File: src/rtl/cmd_sched_pkg.sv
package cmd_sched_pkg;

  localparam logic [1:0] AMP_TAG = 2'b11;

  typedef enum logic [1:0] {
    ISS_NONE = 2'd0,
    ISS_IMM  = 2'd1,
    ISS_TMD  = 2'd2
  } iss_e;

  function automatic logic is_amp_op(input logic [1:0] tag);
    return tag == AMP_TAG;
  endfunction

endpackage

File: src/rtl/cmd_sched_timebase.sv
module cmd_sched_timebase #(
  parameter int TIME_W = 15
) (
  input  logic              clk,
  input  logic              rst,
  output logic [TIME_W-1:0] now
);

  always_ff @(posedge clk) begin
    if (rst) now <= '0;
    else     now <= now + 1'b1;
  end

endmodule

File: src/rtl/cmd_sched_fifo.sv
module cmd_sched_fifo #(
  parameter int DEPTH = 128,
  parameter int DW    = 23
) (
  input  logic          clk,
  input  logic          rst,
  input  logic          push,
  input  logic [DW-1:0] wdata,
  input  logic          pop,
  output logic [DW-1:0] rdata,
  output logic          full,
  output logic          empty
);

  localparam int AW = (DEPTH > 1) ? $clog2(DEPTH) : 1;
  localparam int CW = $clog2(DEPTH + 1);
  localparam logic [AW-1:0] LAST = AW'(DEPTH - 1);

  logic [DW-1:0] mem [DEPTH];
  logic [AW-1:0] wp, rp, rp_n, wp_n;
  logic [CW-1:0] cnt;
  logic          do_push, do_pop;

  assign full    = (cnt == CW'(DEPTH));
  assign empty   = (cnt == '0);
  assign do_push = push & ~full;
  assign do_pop  = pop & ~empty;

  always_comb begin
    wp_n = (wp == LAST) ? '0 : wp + 1'b1;
    rp_n = rp;
    if (do_pop) rp_n = (rp == LAST) ? '0 : rp + 1'b1;
  end

  // storage: no reset, single write port, registered read
  always_ff @(posedge clk) begin
    if (do_push) mem[wp] <= wdata;
  end

  // read registered on the next read address; write-first bypass
  always_ff @(posedge clk) begin
    if (do_push && (wp == rp_n)) rdata <= wdata;
    else                         rdata <= mem[rp_n];
  end

  always_ff @(posedge clk) begin
    if (rst) begin
      wp  <= '0;
      rp  <= '0;
      cnt <= '0;
    end else begin
      if (do_push) wp <= wp_n;
      rp <= rp_n;
      case ({do_push, do_pop})
        2'b10:   cnt <= cnt + 1'b1;
        2'b01:   cnt <= cnt - 1'b1;
        default: cnt <= cnt;
      endcase
    end
  end

endmodule

File: src/rtl/cmd_sched_issue.sv
module cmd_sched_issue
  import cmd_sched_pkg::*;
#(
  parameter int TIME_W = 15,
  parameter int OP_W   = 8,
  parameter int AMP_W  = 6
) (
  input  logic              clk,
  input  logic              rst,
  input  logic              cmd_valid,
  input  logic              cmd_timed,
  input  logic [OP_W-1:0]   cmd_op,
  input  logic              head_valid,
  input  logic [TIME_W-1:0] head_time,
  input  logic [OP_W-1:0]   head_op,
  input  logic [TIME_W-1:0] now,
  output logic              pop,
  output logic              so_valid,
  output logic              so_timed,
  output logic [OP_W-1:0]   so_op,
  output logic [AMP_W-1:0]  amp
);

  logic            imm, due, late_q;
  iss_e            src;
  logic [OP_W-1:0] sel_op;

  assign imm = cmd_valid & ~cmd_timed;
  // a head that lost arbitration stays due although the counter moved on
  assign due = head_valid & ((head_time == now) | late_q);
  assign pop = due & ~imm;

  always_comb begin
    if (imm)      src = ISS_IMM;
    else if (due) src = ISS_TMD;
    else          src = ISS_NONE;
    sel_op = (src == ISS_IMM) ? cmd_op : head_op;
  end

  always_ff @(posedge clk) begin
    if (rst) begin
      late_q   <= 1'b0;
      so_valid <= 1'b0;
      so_timed <= 1'b0;
      so_op    <= '0;
      amp      <= '0;
    end else begin
      late_q   <= due & imm;
      so_valid <= (src != ISS_NONE);
      so_timed <= (src == ISS_TMD);
      if (src != ISS_NONE) begin
        so_op <= sel_op;
        if (is_amp_op(sel_op[OP_W-1 -: 2])) amp <= sel_op[AMP_W-1:0];
      end
    end
  end

endmodule

File: src/rtl/cmd_sched_stamp.sv
module cmd_sched_stamp #(
  parameter int TIME_W = 15,
  parameter int HIT_W  = 24
) (
  input  logic              clk,
  input  logic              rst,
  input  logic              hit_valid,
  input  logic [HIT_W-1:0]  hit_data,
  input  logic [TIME_W-1:0] now,
  output logic              hit_valid_o,
  output logic [HIT_W-1:0]  hit_data_o,
  output logic [TIME_W-1:0] hit_stamp
);

  always_ff @(posedge clk) begin
    if (rst) begin
      hit_valid_o <= 1'b0;
      hit_data_o  <= '0;
      hit_stamp   <= '0;
    end else begin
      hit_valid_o <= hit_valid;
      if (hit_valid) begin
        hit_data_o <= hit_data;
        hit_stamp  <= now;
      end
    end
  end

endmodule

File: src/rtl/cmd_sched.sv
module cmd_sched #(
  parameter int TIME_W = 15,
  parameter int OP_W   = 8,
  parameter int AMP_W  = 6,
  parameter int DEPTH  = 128,
  parameter int HIT_W  = 24
) (
  input  logic                     clk,
  input  logic                     rst,
  input  logic                     cmd_valid,
  input  logic [TIME_W+OP_W:0]     cmd_word,
  input  logic                     ovf_clr,
  input  logic                     hit_valid,
  input  logic [HIT_W-1:0]         hit_data,
  output logic                     so_valid,
  output logic                     so_timed,
  output logic [OP_W-1:0]          so_op,
  output logic [AMP_W-1:0]         amp,
  output logic [TIME_W-1:0]        time_now,
  output logic                     q_full,
  output logic                     ovf,
  output logic                     hit_valid_o,
  output logic [HIT_W-1:0]         hit_data_o,
  output logic [TIME_W-1:0]        hit_stamp
);

  localparam int ENT_W = TIME_W + OP_W;
  localparam int CMD_W = ENT_W + 1;

  logic             cmd_timed, push, pop, q_empty;
  logic [ENT_W-1:0] head;

  assign cmd_timed = cmd_word[CMD_W-1];
  assign push      = cmd_valid & cmd_timed;

  cmd_sched_timebase #(.TIME_W(TIME_W)) u_tb (
    .clk (clk),
    .rst (rst),
    .now (time_now)
  );

  cmd_sched_fifo #(.DEPTH(DEPTH), .DW(ENT_W)) u_q (
    .clk   (clk),
    .rst   (rst),
    .push  (push),
    .wdata (cmd_word[ENT_W-1:0]),
    .pop   (pop),
    .rdata (head),
    .full  (q_full),
    .empty (q_empty)
  );

  cmd_sched_issue #(.TIME_W(TIME_W), .OP_W(OP_W), .AMP_W(AMP_W)) u_iss (
    .clk        (clk),
    .rst        (rst),
    .cmd_valid  (cmd_valid),
    .cmd_timed  (cmd_timed),
    .cmd_op     (cmd_word[OP_W-1:0]),
    .head_valid (~q_empty),
    .head_time  (head[ENT_W-1:OP_W]),
    .head_op    (head[OP_W-1:0]),
    .now        (time_now),
    .pop        (pop),
    .so_valid   (so_valid),
    .so_timed   (so_timed),
    .so_op      (so_op),
    .amp        (amp)
  );

  cmd_sched_stamp #(.TIME_W(TIME_W), .HIT_W(HIT_W)) u_st (
    .clk         (clk),
    .rst         (rst),
    .hit_valid   (hit_valid),
    .hit_data    (hit_data),
    .now         (time_now),
    .hit_valid_o (hit_valid_o),
    .hit_data_o  (hit_data_o),
    .hit_stamp   (hit_stamp)
  );

  // sticky drop flag; a new drop outranks a clear
  always_ff @(posedge clk) begin
    if (rst)                 ovf <= 1'b0;
    else if (push && q_full) ovf <= 1'b1;
    else if (ovf_clr)        ovf <= 1'b0;
  end

endmodule

File: config.mk
export PLATFORM = sky130hd
export DESIGN_NAME = cmd_sched
export DESIGN_NICKNAME = d
export VERILOG_FILES = /design/src/rtl/cmd_sched_pkg.sv /design/src/rtl/cmd_sched_timebase.sv /design/src/rtl/cmd_sched_fifo.sv /design/src/rtl/cmd_sched_issue.sv /design/src/rtl/cmd_sched_stamp.sv /design/src/rtl/cmd_sched.sv
export SDC_FILE = /design/constraint.sdc
export NUM_CORES = 2
export LEC_CHECK = 0
export CAP_MARGIN = 20
export CORE_UTILIZATION = 50
export DETAILED_ROUTE_END_ITERATION = 10
export PLACE_DENSITY = 0.66
export REMOVE_ABC_BUFFERS = 1
export SLEW_MARGIN = 25
export SYNTH_ARGS = -nofsm -noshare
export SYNTH_HDL_FRONTEND = slang
export SYNTH_SLANG_ARGS = --single-unit
File: constraint.sdc
create_clock -name clk -period 6 [get_ports clk]
set_input_delay 1.2 -clock clk [delete_from_list [all_inputs] [get_ports clk]]
set_output_delay 1.2 -clock clk [all_outputs]
set_load 0.01 [all_outputs]
==> results.toml <==
[route]
wl_um = 331100
wl_per_cell_um = 35.26
detail-route-antenna-nets = 0
viasPerCell = 6.445
drtIter0Drc = 7918
drc = 0
num_vias = 60520
firstDrtPassIters = 8

[clock_network]
cts.sinks = 3046
cts_hold_buf = 0
cts-root-buf = "clkbuf_16"
cts_buffer_depth = 4
clkTransAtPathRegs_ns = 0.06
numCtsBuffers = 322
cts_max_level = 5
cts_tree = "yes"
insertion_delay_ns = 0.95

[job]
drv_cap = 0

[timing]
worstMarginPinSlew_ns = 1.115
final-hold-violation-count = 0
tns_ns = 0
setup_violations = 0
finalCritPeriodShare = 0.9657
fmax_ghz = 0.1726
fin_ws_ns = 0.2057
report.final.slew_viol_count = 0
rsz0062_at_grt = "false"
min_period_ns = 5.794
relSlewSlack = 0.2559
fin_skew_ns = 0.04503

[die]
dieArea_um2 = 239100
initial_core_util = 0.5038
ios = 126
rows = 178
coreArea_um2 = 235400
die_x_um = 489.0
die_y_um = 489.0

[yosys]
yosys_register_bits = 3046
async_flop_share = 0
yosysSeqAreaShare = 0.7627
synth-edff-count = 2944
synth_cells = 5362
netlist_top_cells_area = "edfxtp_1 (75%), mux4_2 (13%), mux4_1 (2.1%)"
synth_top_cell_by_area = "edfxtp_1"
synth_cell_types = 90
synth_ff_type = "edfxtp_1"
synth_area_um2 = 118600
yosys_warnings = 0
synth_top_area_share = 0.7454
avgSynthCellArea_um2 = 22.12

[critical_path]
path_class = "reg -> reg"
reg2reg_to = "u_q.cnt[7]"
cp_max_fo = 25
critPathCaptureType = "flop"
cp.required_ns = 6.85
rr_worst_depth = 23
cp_data_arrival_time_ns = 6.65
rrSetupSlack_ns = 0.21
start_kind = "flop"

[placed_design]
placed_cell_area_um2 = 126100
place_inst = 8819
dpl_worst_slack_ns = -0.01047
gp_congestion = 0.9784
hpwl_um = 195500
io_buffers = 125

[status]
status = "complete, no violations"

[final_layout]
nets = 6071
syn2layout_area_growth_pct = 14.74
final_area_um2 = 136100
final_common_cell = "edfxtp_1"
drive_gt1_frac = 0.2914
finalNonFillerCells = 9390
most-common-layout-cells = "edfxtp_1 (2944), mux4_2 (688), buf_4 (462)"

[global_route]
grt_pass1_wl_um = 459600
grt_max_degree = 94
antenna_found_initial = 15
gr-usage-all-layers = 0.2781
grt_pass1_vias = 59360
grt_overflow_total = 0

[worst_hold_path]
hp-start = "u_iss.so_op[2]"
min_to = "u_iss.so_op[2]"
holdCritPathClass = "reg -> reg"
whs_path_depth = 2

[pwr]
power.total_mw = 42.63
powerDensity_nw_per_um2 = 313.3
p_leak_nw = 42.51
vdd_drop_max_uv = 255.8
## cells in the mapped netlist, drive strengths merged, types with 12 or more instances
library cell,number
a211oi,21
a21oi,47
a221oi,19
a22o,13
a22oi,57
a31oi,12
a32oi,17
and2,13
and3,15
buf,205
clkbuf,88
dfxtp,102
edfxtp,2944
inv,18
mux2,35
mux2i,180
mux4,784
nand2,148
nand3,61
nand4,20
nor2,254
nor2b,42
nor3,32
o21ai,35
o22ai,29
xnor2,18
xor2,18
## per-stage QoR
stage / hold slack [ns] / util
floorplan: 0.4618 / -
global placement: 0.4602 / 0.5358
detailed placement: 0.4779 / 0.5358
CTS: 0.4843 / 0.5770
global route: 0.5008 / 0.5780
finish: 0.4885 / 0.5780
## where the power goes
part	internal [mW]	switching (mW)	leakage [nW]
Clock	10.8	7.87	4.72
Combinational	0.126	0.484	10.5
Sequential	23.3	0.0176	27.3
## cells by family after synthesis
kind of cell | after synthesis | share of synthesized area
simple gates | 645 | 0.02527
buf+inv | 314 | 0.01868
flops | 3046 | 0.7627
fa+ha+maj | 11 | 0.001224
xor+xnor | 36 | 0.002659
compound gates | 311 | 0.01884
mux | 999 | 0.1707
## sequential cells by signal (all words and copies together), names as in the netlist, named ones only
| signal | cells |
|---|---|
| u_q.mem | 2944 |
| u_st.hit_data_o | 24 |
| u_st.hit_stamp | 15 |
| u_tb.now | 15 |
| u_iss.so_op | 8 |
| u_q.cnt | 8 |
| u_q.rp | 7 |
| u_q.wp | 7 |
| u_iss.amp | 6 |
| ovf | 1 |
| u_iss.late_q | 1 |
| u_iss.so_timed | 1 |
| u_iss.so_valid | 1 |
| u_st.hit_valid_o | 1 |
## worst max-delay path, cell delays in order, from the launching register on
cell and delay [ns]:
dfxtp_4 0.58, buf_12 0.26, buf_4 0.29, mux4_2 0.23, mux2i_1 0.06, a211oi_1 0.77, o221ai_1 0.36, nand3_1 0.16
xnor2_1 0.13, nand4_1 0.17, nor4_4 0.39, a31oi_4 0.19, nor2_2 0.14, ha_1 0.18, ha_1 0.24, a21o_1 0.18
a21oi_1 0.24, o21bai_1 0.09, a21oi_1 0.19, o21bai_1 0.08, a21oi_1 0.18, xnor2_1 0.10, or3_1 0.31, a21oi_1 0.14
## cell type report
type	count	area, um2
Fill cell	16850	99330
Inverter	21	87.58
Sequential cell	3046	90470
Clock inverter	143	1130
Multi-Input combinational cell	2002	26360
Clock buffer	409	8562
Timing Repair Buffer	614	5512
Antenna cell	5	12.51
Tap cell	3150	3941
## how the worst max path moves through the flow
stage          startpoint    endpoint  slack, ns  cells after the start
2_1_floorplan        flop  u_q.cnt[7]     -27.63                     21
3_3_place_gp         flop  u_q.cnt[7]      -0.18                     22
3_5_place_dp         flop  u_q.cnt[7]      -0.01                     23
4_1_cts              flop  u_q.cnt[7]       0.08                     23
5_1_grt              flop  u_q.cnt[6]       0.02                     29
6_report             flop  u_q.cnt[7]       0.21                     23
## metal layers
metal,up-vias,GRT usage,routed length [um],share of wire
met5,-,0,59,0.00018
met4,8,0.1143,14810,0.045
met3,663,0.05980,32680,0.099
met2,3542,0.4398,157900,0.48
met1,32380,0.3779,125700,0.38
li1,23930,-,-,-
## repair_timing
item,CTS,global route
setup endpoints to repair,1,3
pin swaps,0,2
gates cloned,0,0
endpoints found under the hold margin,0,0
resized for setup,2,16
setup buffers,0,14
Note: power is estimated with default switching activity, not from simulation.
